[src/rtl/scl_pkg.sv]
package scl_pkg;
  localparam int TRIM_LOW  = 7;
  localparam int TRIM_HIGH = 5;

  typedef enum logic { PH_LOW = 1'b0, PH_HIGH = 1'b1 } scl_phase_e;
endpackage

[src/rtl/scl_cfg_hold.sv]
module scl_cfg_hold #(
  parameter int PSC_W = 8,
  parameter int CNT_W = 16,
  parameter int HS_W  = 8
) (
  input  logic             clk,
  input  logic             rst_n,
  input  logic             load,
  input  logic             hs_mode,
  input  logic             hs_phase2,
  input  logic [PSC_W-1:0] psc_in,
  input  logic [CNT_W-1:0] low_in,
  input  logic [CNT_W-1:0] high_in,
  output logic [PSC_W-1:0] psc_q,
  output logic [CNT_W-1:0] low_sel,
  output logic [CNT_W-1:0] high_sel
);
  localparam int PAD_W = CNT_W - HS_W;

  logic [CNT_W-1:0] low_q, high_q;

  always_ff @(posedge clk or negedge rst_n) begin
    if (!rst_n) begin
      psc_q  <= '0;
      low_q  <= '0;
      high_q <= '0;
    end else if (load) begin
      psc_q  <= psc_in;
      low_q  <= low_in;
      high_q <= high_in;
    end
  end

  logic [HS_W-1:0] low_byte, high_byte;

  always_comb begin
    if (hs_phase2) begin
      low_byte  = low_q[2*HS_W-1:HS_W];
      high_byte = high_q[2*HS_W-1:HS_W];
    end else begin
      low_byte  = low_q[HS_W-1:0];
      high_byte = high_q[HS_W-1:0];
    end
  end

  always_comb begin
    if (hs_mode) begin
      low_sel  = {{PAD_W{1'b0}}, low_byte};
      high_sel = {{PAD_W{1'b0}}, high_byte};
    end else begin
      low_sel  = low_q;
      high_sel = high_q;
    end
  end
endmodule

[src/rtl/scl_tick_div.sv]
module scl_tick_div #(
  parameter int PSC_W = 8
) (
  input  logic             clk,
  input  logic             rst_n,
  input  logic             en,
  input  logic             run,
  input  logic [PSC_W-1:0] psc_q,
  output logic             tick
);
  logic [PSC_W-1:0] pc;
  logic             wrap;

  assign wrap = (pc == psc_q);
  assign tick = run && wrap;

  always_ff @(posedge clk or negedge rst_n) begin
    if (!rst_n)          pc <= '0;
    else if (!en || !run) pc <= '0;
    else if (wrap)       pc <= '0;
    else                 pc <= pc + 1'b1;
  end
endmodule

[src/rtl/scl_phase_ctr.sv]
module scl_phase_ctr
  import scl_pkg::*;
#(
  parameter int CNT_W = 16
) (
  input  logic             clk,
  input  logic             rst_n,
  input  logic             en,
  input  logic             run,
  input  logic             tick,
  input  logic [CNT_W-1:0] low_sel,
  input  logic [CNT_W-1:0] high_sel,
  output logic             scl_req,
  output logic             scl_rise,
  output logic             scl_fall
);
  localparam int CW = CNT_W + 1;

  scl_phase_e     ph;
  logic [CW-1:0]  cnt;
  logic [CW-1:0]  last;

  always_comb begin
    if (ph == PH_LOW) last = {1'b0, low_sel}  + CW'(TRIM_LOW - 1);
    else              last = {1'b0, high_sel} + CW'(TRIM_HIGH - 1);
  end

  always_ff @(posedge clk or negedge rst_n) begin
    if (!rst_n) begin
      ph       <= PH_HIGH;
      cnt      <= '0;
      scl_rise <= 1'b0;
      scl_fall <= 1'b0;
    end else if (!en || !run) begin
      ph       <= PH_HIGH;
      cnt      <= '0;
      scl_rise <= 1'b0;
      scl_fall <= 1'b0;
    end else begin
      scl_rise <= 1'b0;
      scl_fall <= 1'b0;
      if (tick) begin
        if (cnt >= last) begin
          cnt <= '0;
          if (ph == PH_LOW) begin
            ph       <= PH_HIGH;
            scl_rise <= 1'b1;
          end else begin
            ph       <= PH_LOW;
            scl_fall <= 1'b1;
          end
        end else begin
          cnt <= cnt + 1'b1;
        end
      end
    end
  end

  assign scl_req = (ph == PH_HIGH);
endmodule

[src/rtl/scl_clkgen.sv]
module scl_clkgen #(
  parameter int PSC_W = 8,
  parameter int CNT_W = 16,
  parameter int HS_W  = 8
) (
  input  logic             clk,
  input  logic             rst_n,
  input  logic             en,
  input  logic             hs_mode,
  input  logic             hs_phase2,
  input  logic [PSC_W-1:0] psc,
  input  logic [CNT_W-1:0] low_cnt,
  input  logic [CNT_W-1:0] high_cnt,
  output logic             tick,
  output logic             scl_req,
  output logic             scl_rise,
  output logic             scl_fall
);
  logic             run;
  logic             load;
  logic [PSC_W-1:0] psc_q;
  logic [CNT_W-1:0] low_sel, high_sel;

  always_ff @(posedge clk or negedge rst_n) begin
    if (!rst_n) run <= 1'b0;
    else        run <= en;
  end

  assign load = en && !run;

  scl_cfg_hold #(.PSC_W(PSC_W), .CNT_W(CNT_W), .HS_W(HS_W)) u_cfg (
    .clk(clk), .rst_n(rst_n), .load(load),
    .hs_mode(hs_mode), .hs_phase2(hs_phase2),
    .psc_in(psc), .low_in(low_cnt), .high_in(high_cnt),
    .psc_q(psc_q), .low_sel(low_sel), .high_sel(high_sel)
  );

  scl_tick_div #(.PSC_W(PSC_W)) u_div (
    .clk(clk), .rst_n(rst_n), .en(en), .run(run),
    .psc_q(psc_q), .tick(tick)
  );

  scl_phase_ctr #(.CNT_W(CNT_W)) u_ph (
    .clk(clk), .rst_n(rst_n), .en(en), .run(run), .tick(tick),
    .low_sel(low_sel), .high_sel(high_sel),
    .scl_req(scl_req), .scl_rise(scl_rise), .scl_fall(scl_fall)
  );
endmodule

[config.mk]
export PLATFORM = sky130hd
export DESIGN_NAME = scl_clkgen
export DESIGN_NICKNAME = d
export VERILOG_FILES = /design/src/rtl/scl_pkg.sv /design/src/rtl/scl_cfg_hold.sv /design/src/rtl/scl_tick_div.sv /design/src/rtl/scl_phase_ctr.sv /design/src/rtl/scl_clkgen.sv
export SDC_FILE = /design/constraint.sdc
export NUM_CORES = 1
export LEC_CHECK = 0
export ABC_AREA = 1
export BUFFER_PORTS_ARGS = -buffer_cell sky130_fd_sc_hd__buf_2
export CAP_MARGIN = 0
export CORE_MARGIN = 2
export CORE_UTILIZATION = 60
export CTS_CLUSTER_SIZE = 25
export DETAILED_ROUTE_END_ITERATION = 16
export HOLD_SLACK_MARGIN = 0.1
export PLACE_DENSITY = 0.77
export SETUP_SLACK_MARGIN = 0.1
export SLEW_MARGIN = 40
export SYNTH_ARGS = -nofsm -noshare
export SYNTH_HDL_FRONTEND = slang
export SYNTH_HIERARCHICAL = 1
export SYNTH_SLANG_ARGS = --single-unit
[constraint.sdc]
create_clock -name clk -period 6.2 [get_ports clk]
set_clock_uncertainty 0.05 [all_clocks]
set_input_delay 1.24 -clock clk [delete_from_list [all_inputs] [get_ports clk]]
set_output_delay 1.24 -clock clk [all_outputs]
set_load 0.1 [all_outputs]
Word-level counts from Yosys, hierarchy flattened
Cells that the tools add are included.
W data, S select, Z words.
{ "word_totals": {"reg_bits": 69, "input_bits": 45, "output_inout_bits": 4, "word_cells": 44} }
{ "classes": {"n_addsub": 4, "order_cmp": 1, "n_eq_ne": 1, "muxes": 21, "n_reduce_logical": 8} }
{ "op_table": {"columns": ["op", "count"], "rows": [
  ["$mux W17", 4],
  ["$add A16 B3 Y17 const B", 2],
  ["$mux W16", 2],
  ["$mux W8", 4],
  ["$add A17 B1 Y17 const B", 1],
  ["$ge A17 B17 Y1", 1],
  ["$mux W1", 11],
  ["$add A8 B1 Y8 const B", 1],
  ["$eq A8 B8 Y1", 1],
  ["$reduce_bool A2 Y1", 2],
  ["$logic_and A1 B1 Y1", 2],
  ["$logic_not A1 Y1", 2],
  ["$reduce_and A2 Y1", 1],
  ["$logic_or A1 B1 Y1", 1]
]} }

Longest topological paths before layout
{ "logic_depth": {"depth_word": 8, "depth_mapped": 25, "ltp_nobuf": 23} }

Cells and area by module
The synthesis kept the hierarchy.
{ "modules_own_cells": {"columns": ["mod", "n_inst", "cells_per_inst", "area_per_inst_um2", "seq_area_each_um2"], "rows": [
  ["scl_phase_ctr", 1, 354, 2289.7, 501.7],
  ["scl_cfg_hold", 1, 241, 1920.6, 1001.0],
  ["scl_tick_div", 1, 75, 528.0, 200.2],
  ["scl_clkgen", 1, 3, 35.0, 25.0]
]} }

Least setup slack after synthesis
OpenSTA, ideal clock, no wires.
{ "synth_timing": {"path_type": "input port to flip-flop", "startpoint": "input port hs_mode", "endpoint": "register u_ph.cnt[11]", "setup_ps": 120, "arrival_ps": 3954, "t_required_ps": 6030, "slack_ps": 2076, "stages": 24, "path_buffers": 3, "cell_sequence": "buf_4 > nand2_4 > buf_6 > nand2_1 > nand2_1 > inv_1 > ha_1 > or2_1 > nor2_1 > nand3_1 > or2_0 > nand3_1 > nand2_1 > ha_1 > nand2_1 > nor2_1 > inv_1 > nor3_1 > nand2_1 > nand3_2 > nand2_2 > nand2_4 > buf_6 > nor2_1"} }
{ "synth_between": {"elab_chain_cells": 7, "elab_cells_between_ends": 9, "cone_classes": "2 x add/sub; 1 x order compare; 6 x mux"} }
{ "synth_lines": {"columns": ["element", "line", "text"], "rows": [
  ["start, declared", "scl_clkgen.sv:9", "input logic hs_mode,"],
  ["$mux W16", "scl_cfg_hold.sv:47", "if (hs_mode) begin"],
  ["via low_sel[1]", "scl_clkgen.sv:22", "logic [CNT_W-1:0] low_sel, high_sel;"],
  ["$add A16 B3 Y17", "scl_phase_ctr.sv:24", "if (ph == PH_LOW) last = {1'b0, low_sel} + CW'(TRIM_LOW - 1);"],
  ["$mux W17", "scl_phase_ctr.sv:24", null],
  ["$ge A17 B17 Y1", "scl_phase_ctr.sv:43", "if (cnt >= last) begin"],
  ["$mux W17", "scl_phase_ctr.sv:43", null],
  ["$mux W17", "scl_phase_ctr.sv:42", "if (tick) begin"],
  ["$mux W17", "scl_phase_ctr.sv:34", "end else if (!en || !run) begin"],
  ["end signal, assigned", "scl_phase_ctr.sv:53", "cnt <= cnt + 1'b1;"],
  ["end, declared", "scl_phase_ctr.sv:20", "logic [CW-1:0] cnt;"]
]} }
The timed path passes the listed nets, and every way through them passes these cells. The select of a mux whose other input is x is not followed.
A chain may end at the register's enable or synchronous reset.

Worst setup path after layout
{ "layout_timing": {"startpoint": "input port hs_mode", "endpoint": "register u_ph.cnt[8]"} }
The elaborated chain is that of the path after synthesis.

==> flow_summary.yaml <==
outcome:
  status: "finished clean"
power:
  p_leak_nw: 2.65
  ir_worst_vdd_mv: 0.195
  p_per_area_nw_per_um2: 224
  power.total_mw: 1.18
synth:
  ys_warn_count: 6
  synth_fp_nets: 739
  avgSynthCellArea_um2: 7.09
  synth-async-reset-ratio_pct: 100
  synth_top_family_by_area: "simple AND/OR/NAND/NOR gates"
  synth_compound_area_share_pct: 8.81
  synthMuxAreaShare_pct: 0
  synth-seq-cells: 69
  synth-simple-area-share_pct: 33.0
  ys.flop_type: "dfrtp_1"
  synth-seq-area-share_pct: 36.2
  synth_xor_area_share_pct: 4.77
  synth_edf_count: 0
  netlist_area_um2: 4770
  synth_fa_ha_area_share_pct: 5.50
  synth_cells: 673
  synth_cell_type_count: 39
critical_path:
  cp_data_arrival_time_ns: 4.36
  cp-start-kind: "input port"
  worstPathMaxFanout: 33
  worstPathRequired_ns: 6.37
  path_class: "input port to register"
  crit_path_end_kind: "register"
clock_network:
  clk_path_buf_depth: 2
  cts_setup_buffers: 0
  cts_resized: 0
  cts_tree: "done"
  h-tree-depth: 3
  hold_buffers: 0
  clock-sinks: 69
  cts_buffers: 9
  clk_pin_slew_ns: 0.08
  cts-root-buf: "clkbuf_8"
  clk_latency_ns: 0.34
timing:
  max_freq_mhz: 239
  setup_violations: 0
  period_share_pct: 67.6
  rsz0062_at_grt: "no"
  worst_pin_slew_ns: 0.642
  tns_ns: 0
  min_period_ns: 4.19
  fin_hold_ws_ns: 0.476
  slew_violations: 0
  maxSlewHeadroom_pct: 57.2
  finalHoldViolCount: 0
placed_design:
  place_area_um2: 4990
  place.gp.congestion: 0.862
  numPortBuffers: 48
  dp_hpwl_mm: 7.92
floorplanning:
  die-height_um: 93.2
  initial_core_util_pct: 61.8
  num_rows: 32
  io_pins: 49
  core_area_um2: 7730
  die_area_um2: 8690
  fp.dieW_um: 93.2
routing:
  drc: 0
  avgRoutedWirePerCell_um: 12.9
  vias: 4197
  drt-total-wl_mm: 10.5
  drtPass1Iterations: 5
  viasPerCell: 5.12
  detail_route.iter0.violations: 178
  antenna_left: 0
grt:
  grt_pass1_vias: 4028
  grt-ovfl-total: 0
  grt_max_degree: 81
  antenna_found_initial: 0
  grt_pass1_wl_mm: 18.5
  grt_usage_pct: 26.7
job:
  max_cap_violations: 0
finish:
  drive_above_1_share_pct: 14.1
  nets: 779
  seq_area_um2: 1730
  layout_commonest_cell: "nand2_1"
  fillerInstances: 693
  mostFrequentLayoutCells: "nand2_1 (195), inv_1 (102), nor2_1 (69)"
  multi_input_area_um2: 2490
  insertedDiodeCount: 0
  fin_area_um2: 5250
  area_delta_synth_final_pct: 9.93
worst_hold_path:
  min_path_type: "register to register"
[path summary, 6_finish.rpt]
check                           slack, ns  depth (start not counted)           start              end
worst max-delay path                 2.01                         21         hs_mode      u_ph/cnt[8]
worst min-delay path                 0.48                          2  u_cfg/low_q[1]   u_cfg/low_q[1]
worst max register to register       3.04                         13    u_ph/scl_req      u_ph/cnt[8]
worst min register to register       0.48                          2  u_cfg/low_q[1]   u_cfg/low_q[1]
max in group asynchronous            4.69                          2           rst_n      u_ph/cnt[7]
min in group asynchronous            0.93                          2           rst_n  u_cfg/high_q[4]
[cell families (layout without fill, tap and decap cells)]
group                      count (synthesis)  count (layout)
and+or+nand+nor                          356             356
buffers and inverters                    123             168
AOI/OAI and AO/OA                         78              78
DFF                                       69              69
xor gates and xnor gates                  26              26
adders and majority gates                 21              21
[synthesized netlist by cell type (2+ instances only)]
cell type | instances | area (um^2)
nand2_2 | 6 | 37.5
o21ai_1 | 7 | 35.0
xnor2_1 | 11 | 96.3
nand3_2 | 2 | 20.0
a21oi_1 | 10 | 50.1
clkbuf_1 | 3 | 11.3
buf_2 | 2 | 10.0
xor2_1 | 15 | 131
nand2_1 | 195 | 732
nor2_4 | 4 | 45.0
nor2_1 | 69 | 259
nor3_2 | 5 | 50.1
o21ai_0 | 51 | 255
ha_1 | 21 | 263
inv_1 | 102 | 383
o31ai_1 | 2 | 15.0
nand2_4 | 3 | 33.8
nor3_1 | 9 | 45.0
nand3_1 | 43 | 215
buf_6 | 9 | 101
or2_1 | 2 | 12.5
buf_4 | 7 | 52.6
nand4_1 | 4 | 25.0
dfrtp_1 | 68 | 1700
nor2_2 | 9 | 56.3
[power by group]
group	internal, mW	switching (mW)	total, mW
Combinational	0.0688	0.134	0.203
Clock	0.290	0.176	0.466
Sequential	0.484	0.0229	0.507
[worst max-delay path: stages]
cell and delay [ns]:
buf_2 0.45, nand3_1 0.12, nand2_1 0.12, inv_1 0.07
ha_1 0.22, or2_1 0.26, nor2_1 0.18, nand3_1 0.11
or2_0 0.21, nand3_1 0.07, nand2_1 0.07, ha_1 0.26
nand2_1 0.07, nor2_1 0.15, inv_1 0.07, nor3_1 0.13
nand2_1 0.09, nand3_2 0.08, nand2_2 0.09, nand2_4 0.22
nor2_1 0.08
[routing by layer]
layer / GRT usage, % / vias up / share of wire, % / wire, um
li1: - / 2171 / - / -
met1: 37.0 / 1893 / 46 / 4860
met2: 43.6 / 124 / 47 / 4950
met3: 4.11 / 9 / 5.6 / 593
met4: 7.97 / 0 / 1.2 / 130
met5: 0 / - / 0 / 0
[flip-flops by register name (all words and copies together), names as in the netlist]
register	cells
u_ph/scl_rise	1
u_cfg/psc_q	8
u_ph/cnt	17
u_div/pc	8
u_cfg/high_q	16
u_ph/scl_fall	1
run	1
u_ph/scl_req	1
u_cfg/low_q	16
[per-stage QoR]
| step | utilization [%] | setup WS, ns | instances |
|---|---|---|---|
| global placement | 64.5 | 1.79 | 804 |
| finish | 67.9 | 2.01 | 820 |
| floorplan | - | 2.08 | 673 |
| global route | 67.9 | 1.62 | 820 |
| CTS | 67.9 | 2.03 | 820 |
| detailed placement | 64.6 | 1.68 | 804 |
[layout make-up]
cell class | count | share of cell area (%)
inverters | 102 | 7.30
multi-input cells | 481 | 47.5
well taps | 102 | 2.43
flip-flops and latches | 69 | 32.9
clock inverters | 5 | 2.03
repair buffers | 50 | 4.94
clock buffers | 11 | 2.89
Note: power is estimated with default switching activity, not from simulation.
